`config.mk`:
```
export PLATFORM = sky130hd
export DESIGN_NAME = spi_fifo_irq
export DESIGN_NICKNAME = d
export VERILOG_FILES = /design/src/rtl/spf_pkg.sv /design/src/rtl/spf_byte_fifo.sv /design/src/rtl/spf_regs.sv /design/src/rtl/spi_fifo_irq.sv
export SDC_FILE = /design/constraint.sdc
export NUM_CORES = 1
export LEC_CHECK = 0
export BUFFER_PORTS_ARGS = -buffer_cell sky130_fd_sc_hd__buf_2
export CORE_MARGIN = 5
export CORE_UTILIZATION = 25
export CTS_CLUSTER_SIZE = 10
export DETAILED_ROUTE_END_ITERATION = 6
export PLACE_DENSITY = 0.45
export SYNTH_ARGS = -nofsm -noshare
export SYNTH_HDL_FRONTEND = slang
export SYNTH_HIERARCHICAL = 1
export SYNTH_SLANG_ARGS = --single-unit
```
`constraint.sdc`:
```
create_clock -name clk -period 8.2 [get_ports clk]
set_input_delay 1.23 -clock clk [delete_from_list [all_inputs] [get_ports clk]]
set_output_delay 1.23 -clock clk [all_outputs]
set_load 0.01 [all_outputs]
```
`src/rtl/spf_pkg.sv`:
```
package spf_pkg;
  localparam int REG_W  = 32;
  localparam int ADDR_W = 2;
  localparam int FLD_W  = 8;
  localparam int STAT_W = 14;

  localparam logic [ADDR_W-1:0] ADR_CTRL  = 2'd0;
  localparam logic [ADDR_W-1:0] ADR_FILL  = 2'd1;
  localparam logic [ADDR_W-1:0] ADR_IEN   = 2'd2;
  localparam logic [ADDR_W-1:0] ADR_ISTAT = 2'd3;

  localparam int B_RX_RDY  = 0;
  localparam int B_RX_EMP  = 1;
  localparam int B_RX_FULL = 2;
  localparam int B_TX_REQ  = 4;
  localparam int B_TX_EMP  = 5;
  localparam int B_TX_FULL = 6;
  localparam int B_RX_OVF  = 8;
  localparam int B_RX_UDF  = 9;
  localparam int B_TX_OVF  = 10;
  localparam int B_TX_UDF  = 11;
  localparam int B_DONE    = 12;
  localparam int B_CS_REL  = 13;

  localparam logic [STAT_W-1:0] STAT_MASK = 14'h3F77;

  typedef struct packed {
    logic             tx_rst;
    logic [FLD_W-1:0] tx_trig;
    logic             rx_rst;
    logic [FLD_W-1:0] rx_trig;
  } spf_ctrl_t;
endpackage

```
`src/rtl/spf_byte_fifo.sv`:
```
module spf_byte_fifo #(
  parameter int DEPTH = 64,
  parameter int W     = 8,
  parameter int CW    = $clog2(DEPTH + 1)
) (
  input  logic          clk,
  input  logic          rst_n,
  input  logic          flush,
  input  logic          push,
  input  logic [W-1:0]  push_data,
  input  logic          pop,
  output logic [W-1:0]  head,
  output logic [CW-1:0] count,
  output logic          full,
  output logic          empty
);
  localparam int AW = (DEPTH > 1) ? $clog2(DEPTH) : 1;

  logic [W-1:0]  mem [DEPTH];
  logic [AW-1:0] wr_ptr, rd_ptr;
  logic          do_push, do_pop;

  function automatic logic [AW-1:0] step(input logic [AW-1:0] p);
    return (p == AW'(DEPTH - 1)) ? '0 : p + 1'b1;
  endfunction

  assign full    = (count == CW'(DEPTH));
  assign empty   = (count == '0);
  assign do_push = push & ~full;
  assign do_pop  = pop & ~empty;
  assign head    = empty ? '0 : mem[rd_ptr];

  always_ff @(posedge clk) begin
    if (!rst_n || flush) begin
      wr_ptr <= '0;
      rd_ptr <= '0;
      count  <= '0;
    end else begin
      if (do_push) wr_ptr <= step(wr_ptr);
      if (do_pop)  rd_ptr <= step(rd_ptr);
      count <= count + CW'(do_push) - CW'(do_pop);
    end
  end

  always_ff @(posedge clk) begin
    if (do_push && !flush) mem[wr_ptr] <= push_data;
  end
endmodule

```
`src/rtl/spf_regs.sv`:
```
module spf_regs
  import spf_pkg::*;
(
  input  logic              clk,
  input  logic              rst_n,
  input  logic              reg_wr,
  input  logic [ADDR_W-1:0] reg_addr,
  input  logic [REG_W-1:0]  reg_wdata,
  input  logic [STAT_W-1:0] stat_set,
  input  logic [FLD_W-1:0]  tx_cnt_f,
  input  logic [FLD_W-1:0]  rx_cnt_f,
  output logic [REG_W-1:0]  reg_rdata,
  output logic [FLD_W-1:0]  tx_trig,
  output logic [FLD_W-1:0]  rx_trig,
  output logic              tx_flush,
  output logic              rx_flush,
  output logic [STAT_W-1:0] int_stat,
  output logic              irq
);
  spf_ctrl_t         ctrl_q;
  logic [STAT_W-1:0] ien_q;
  logic [STAT_W-1:0] clr;
  logic              wr_ctrl, wr_ien, wr_stat;
  logic              wdata_unused;

  assign wdata_unused = ^{reg_wdata[30:24], reg_wdata[14:8]};

  assign wr_ctrl = reg_wr && (reg_addr == ADR_CTRL);
  assign wr_ien  = reg_wr && (reg_addr == ADR_IEN);
  assign wr_stat = reg_wr && (reg_addr == ADR_ISTAT);
  assign clr     = wr_stat ? reg_wdata[STAT_W-1:0] : '0;

  always_ff @(posedge clk) begin
    if (!rst_n) begin
      ctrl_q   <= '0;
      ien_q    <= '0;
      int_stat <= '0;
    end else begin
      if (wr_ctrl) begin
        ctrl_q.tx_rst  <= reg_wdata[31];
        ctrl_q.tx_trig <= reg_wdata[23:16];
        ctrl_q.rx_rst  <= reg_wdata[15];
        ctrl_q.rx_trig <= reg_wdata[7:0];
      end else begin
        ctrl_q.tx_rst <= 1'b0;
        ctrl_q.rx_rst <= 1'b0;
      end
      if (wr_ien) ien_q <= reg_wdata[STAT_W-1:0] & STAT_MASK;
      int_stat <= ((int_stat & ~clr) | stat_set) & STAT_MASK;
    end
  end

  assign tx_trig  = ctrl_q.tx_trig;
  assign rx_trig  = ctrl_q.rx_trig;
  assign tx_flush = ctrl_q.tx_rst;
  assign rx_flush = ctrl_q.rx_rst;
  assign irq      = |(int_stat & ien_q);

  always_comb begin
    unique case (reg_addr)
      ADR_CTRL:  reg_rdata = {ctrl_q.tx_rst, 7'b0, ctrl_q.tx_trig,
                              ctrl_q.rx_rst, 7'b0, ctrl_q.rx_trig};
      ADR_FILL:  reg_rdata = {8'b0, tx_cnt_f, 8'b0, rx_cnt_f};
      ADR_IEN:   reg_rdata = {{(REG_W-STAT_W){1'b0}}, ien_q};
      default:   reg_rdata = {{(REG_W-STAT_W){1'b0}}, int_stat};
    endcase
  end
endmodule

```
`src/rtl/spi_fifo_irq.sv`:
```
module spi_fifo_irq
  import spf_pkg::*;
#(
  parameter int DEPTH = 64,
  parameter int DW    = 8
) (
  input  logic              clk,
  input  logic              rst_n,
  input  logic              reg_wr,
  input  logic [ADDR_W-1:0] reg_addr,
  input  logic [REG_W-1:0]  reg_wdata,
  output logic [REG_W-1:0]  reg_rdata,
  input  logic              tx_in_valid,
  output logic              tx_in_ready,
  input  logic [DW-1:0]     tx_in_data,
  input  logic              sh_tx_pop,
  output logic [DW-1:0]     sh_tx_data,
  input  logic              sh_rx_push,
  input  logic [DW-1:0]     sh_rx_data,
  output logic              rx_out_valid,
  input  logic              rx_out_ready,
  output logic [DW-1:0]     rx_out_data,
  input  logic              ev_xfer_done,
  input  logic              ev_cs_release,
  output logic              irq
);
  localparam int CW = $clog2(DEPTH + 1);

  logic [CW-1:0]     tx_cnt, rx_cnt;
  logic              tx_full, tx_empty, rx_full, rx_empty;
  logic [FLD_W-1:0]  tx_cnt_f, rx_cnt_f, tx_trig, rx_trig;
  logic              tx_flush, rx_flush;
  logic [STAT_W-1:0] stat_set, int_stat;

  assign tx_in_ready = 1'b1;

  spf_byte_fifo #(.DEPTH(DEPTH), .W(DW), .CW(CW)) u_txq (
    .clk(clk), .rst_n(rst_n), .flush(tx_flush),
    .push(tx_in_valid), .push_data(tx_in_data), .pop(sh_tx_pop),
    .head(sh_tx_data), .count(tx_cnt), .full(tx_full), .empty(tx_empty)
  );

  spf_byte_fifo #(.DEPTH(DEPTH), .W(DW), .CW(CW)) u_rxq (
    .clk(clk), .rst_n(rst_n), .flush(rx_flush),
    .push(sh_rx_push), .push_data(sh_rx_data), .pop(rx_out_ready),
    .head(rx_out_data), .count(rx_cnt), .full(rx_full), .empty(rx_empty)
  );

  assign rx_out_valid = ~rx_empty;
  assign tx_cnt_f     = FLD_W'(tx_cnt);
  assign rx_cnt_f     = FLD_W'(rx_cnt);

  always_comb begin
    stat_set            = '0;
    stat_set[B_RX_RDY]  = rx_cnt_f >= rx_trig;
    stat_set[B_RX_EMP]  = rx_empty;
    stat_set[B_RX_FULL] = rx_full;
    stat_set[B_TX_REQ]  = tx_cnt_f <= tx_trig;
    stat_set[B_TX_EMP]  = tx_empty;
    stat_set[B_TX_FULL] = tx_full;
    stat_set[B_RX_OVF]  = sh_rx_push & rx_full;
    stat_set[B_RX_UDF]  = rx_out_ready & rx_empty;
    stat_set[B_TX_OVF]  = tx_in_valid & tx_full;
    stat_set[B_TX_UDF]  = sh_tx_pop & tx_empty;
    stat_set[B_DONE]    = ev_xfer_done;
    stat_set[B_CS_REL]  = ev_cs_release;
  end

  spf_regs u_regs (
    .clk(clk), .rst_n(rst_n), .reg_wr(reg_wr), .reg_addr(reg_addr),
    .reg_wdata(reg_wdata), .stat_set(stat_set),
    .tx_cnt_f(tx_cnt_f), .rx_cnt_f(rx_cnt_f), .reg_rdata(reg_rdata),
    .tx_trig(tx_trig), .rx_trig(rx_trig), .tx_flush(tx_flush),
    .rx_flush(rx_flush), .int_stat(int_stat), .irq(irq)
  );
endmodule

```
==> run_results.csv <==
group,metric,value,unit
status,status,"finished, final reports clean",
floorplan,ioPinCount,110,
worst_setup_path,cp_slowest_cell,"a2111oi_0",
floorplan,die_w,433,um
power,p_leak,15.7,nW
clock_tree,clk_latency,740,ps
final_layout,area_growth,14.9,%
power,combinationalPowerShare,16.0,%
timing,hold_ws,473,ps
timing,setup_tns,0,ps
timing,max_slew_margin,18.2,%
clock_tree,clkTransAtPathRegs,50,ps
power,internal_power,10.4,mW
place,port-buffer-count,92,
clock_tree,cts_setup_buffers,0,
worst_setup_path,cp.arrival,3910,ps
floorplan,num_rows,155,
floorplan,coreArea,0.178,sq mm
global_route,grt_start_max_net_pins,94,
power,seqPwrFrac,45.9,%
power,p_per_area,273,mW/mm^2
floorplan,dieArea,0.188,sq mm
worst_setup_path,timing.rr.end,"u_rxq/mem[1][3]$_DFFE_PP_",
worst_setup_path,r2r_setup_slack,4250,ps
yosys,netlist_area,0.0448,sq mm
worst_setup_path,end_kind,"output pin",
power,switchingPower,3.66,mW
global_route,grt-ovfl-total,0,
hold_path,hp-class,"flop to flop",
worst_setup_path,reg2regPathDepth,9,
yosys,ys_warn_count,6,
final_layout,drive_gt1_share,21.5,%
yosys,syn-instance-count,2399,
routing,viasPerCell,4.47,
worst_setup_path,required,6970,ps
worst_setup_path,max_stage_delay,860,ps
timing,setup_slack,3060,ps
routing,final_antenna_net_count,0,
worst_setup_path,crit_buf_inv,2,
global_route,grt_util_all_layers,11.8,%
place,gp_congestion,0.767,
power,sw_frac_of_total,26.0,%
timing,grt_setup_unrepaired,"false",
place,placed_cells,4751,
routing,num_vias,22200,
final_layout,final_cells,4953,
routing,drt-total-wl,111,mm
floorplan,start_util,25.1,%
worst_setup_path,crit_end,"sh_tx_data[1]",
clock_tree,cts_root_buf,"clkbuf_16",
yosys,syn_avg_cell_area,18.7,sq um
clock_tree,cts_tree,"done",
timing,max_freq,195,MHz
worst_setup_path,cp_num_cells,6,
place,dp_worst_setup_slack,3710,ps
power,clkPwrFrac,38.2,%
floorplan,fp.dieH,433,um
worst_setup_path,crit_path_start_kind,"flop",
clock_tree,postCtsHoldBufs,0,
final_layout,regArea,0.0326,sq mm
clock_tree,cts.sinks,1116,
clock_tree,h-tree-depth,4,
global_route,grt_pass1_vias,23100,
clock_tree,cts_buffer_depth,3,
final_layout,final_core_util,28.9,%
worst_setup_path,critical-path-top-delay-family,"compound AO/OA/AOI/OAI gates",
timing,final_max_slew_viol_count,0,
timing,worst_pin_slew,1220,ps
clock_tree,cts_resized,0,
worst_setup_path,path_max_fanout,93,
routing,drtIter0Drc,1819,
flow_run,cap_violations,0,
timing,finalHoldViolCount,0,
clock_tree,cts_buffers,135,
global_route,grt_pass1_wl,163,mm
timing,period_share,62.7,%
power,ir_drop,0.184,mV
final_layout,nFillCells,17700,
final_layout,multi_input_area,0.0111,sq mm
routing,drc,0,
worst_setup_path,timing.rr.start,"u_rxq/count[3]$_SDFF_PP0_",
final_layout,nets,2630,
global_route,antenna_found_initial,1,
place,dp_hpwl,66.2,mm
routing,drtPass1Iterations,5,
timing,finalCriticalPeriod,5140,ps
routing,wire_per_inst,22.5,um
worst_setup_path,crit_type,"flop to output pin",
timing,fin_skew,30.3,ps
timing,setup_violations,0,
worst_setup_path,crit_chain,"buf_12 > mux4_2 > o21ai_1 > a2111oi_0 > a41o_1 > buf_2",
## registers in the layout, summed over array words and instances (netlist names), named ones only
| name | cells |
|---|---|
| u_txq/count | 7 |
| u_regs/ien_q | 12 |
| u_regs/int_stat | 12 |
| u_regs/rx_flush | 1 |
| u_rxq/mem | 512 |
| u_rxq/wr_ptr | 6 |
| u_rxq/count | 7 |
| u_regs/rx_trig | 8 |
| u_rxq/rd_ptr | 6 |
| u_regs/tx_flush | 1 |
| u_txq/wr_ptr | 6 |
| u_txq/rd_ptr | 6 |
| u_txq/mem | 512 |
| u_regs/tx_trig | 8 |
## power groups by stage
stage                     registers (mW)  logic, mW  clock network (mW)
final                               6.45       2.24                5.37
after global routing                6.47       2.45                5.80
after CTS                           6.46       2.30                5.56
after detailed placement            6.57       2.29                   0
after global placement              6.57       2.29                   0
after floorplan                     6.47       1.70                   0
## worst min-delay path, stage by stage (launching register included)
cell and delay, ps:
dfxtp_1 320, nand2_1 60, a21boi_1 50
## layer usage
layer  vias up  routed length (um)  track usage, %
met4         0                2760            3.82
li1       9812                   -               -
met3       157                5100            2.28
met5         -                   0               0
met2       522               53100            18.8
met1     11700               50200            16.1
## stage by stage
stage / area [sq um] / total power [mW]
final: 51500 / 14.1
after global routing: 51500 / 14.7
after CTS: 51500 / 14.3
after detailed placement: 47600 / 8.86
after global placement: 47600 / 8.86
after floorplan: 44800 / 8.17
## final cells by class
type	count	area share (%)
Antenna cell	2	0.00972
Clock buffer	173	6.96
Clock inverter	27	0.578
Inverter	51	0.372
Multi-Input combinational cell	1107	21.6
Sequential cell	1116	63.4
Tap cell	2355	5.72
Timing Repair Buffer	122	1.40
## worst min-delay path by stage
stage                                        start  slack [ps]  cells after the start                             end
floorplan           u_regs/rx_trig[4]$_SDFFE_PN0P_         450                      2  u_regs/rx_trig[4]$_SDFFE_PN0P_
global placement    u_regs/tx_trig[3]$_SDFFE_PN0P_         460                      2  u_regs/tx_trig[3]$_SDFFE_PN0P_
detailed placement  u_regs/tx_trig[4]$_SDFFE_PN0P_         470                      2  u_regs/tx_trig[4]$_SDFFE_PN0P_
CTS                 u_regs/tx_trig[4]$_SDFFE_PN0P_         470                      2  u_regs/tx_trig[4]$_SDFFE_PN0P_
global route        u_regs/tx_trig[1]$_SDFFE_PN0P_         490                      2  u_regs/tx_trig[1]$_SDFFE_PN0P_
finish              u_regs/tx_trig[4]$_SDFFE_PN0P_         470                      2  u_regs/tx_trig[4]$_SDFFE_PN0P_
## placed cells by master (no fill, tap or decap), types with 16 or more instances in the layout
cell type,count
xor2_1,16
o21ai_0,28
nor2_1,194
a21oi_1,31
nand4_1,19
clkbuf_16,138
inv_1,50
nor2b_1,37
ha_1,36
dfxtp_1,86
mux4_2,255
nand3_1,19
buf_4,27
nand2b_1,20
buf_2,92
nand2_1,114
mux2i_1,109
o22ai_1,24
edfxtp_1,1024
clkbuf_1,35
(Power assumes the default switching activity.)
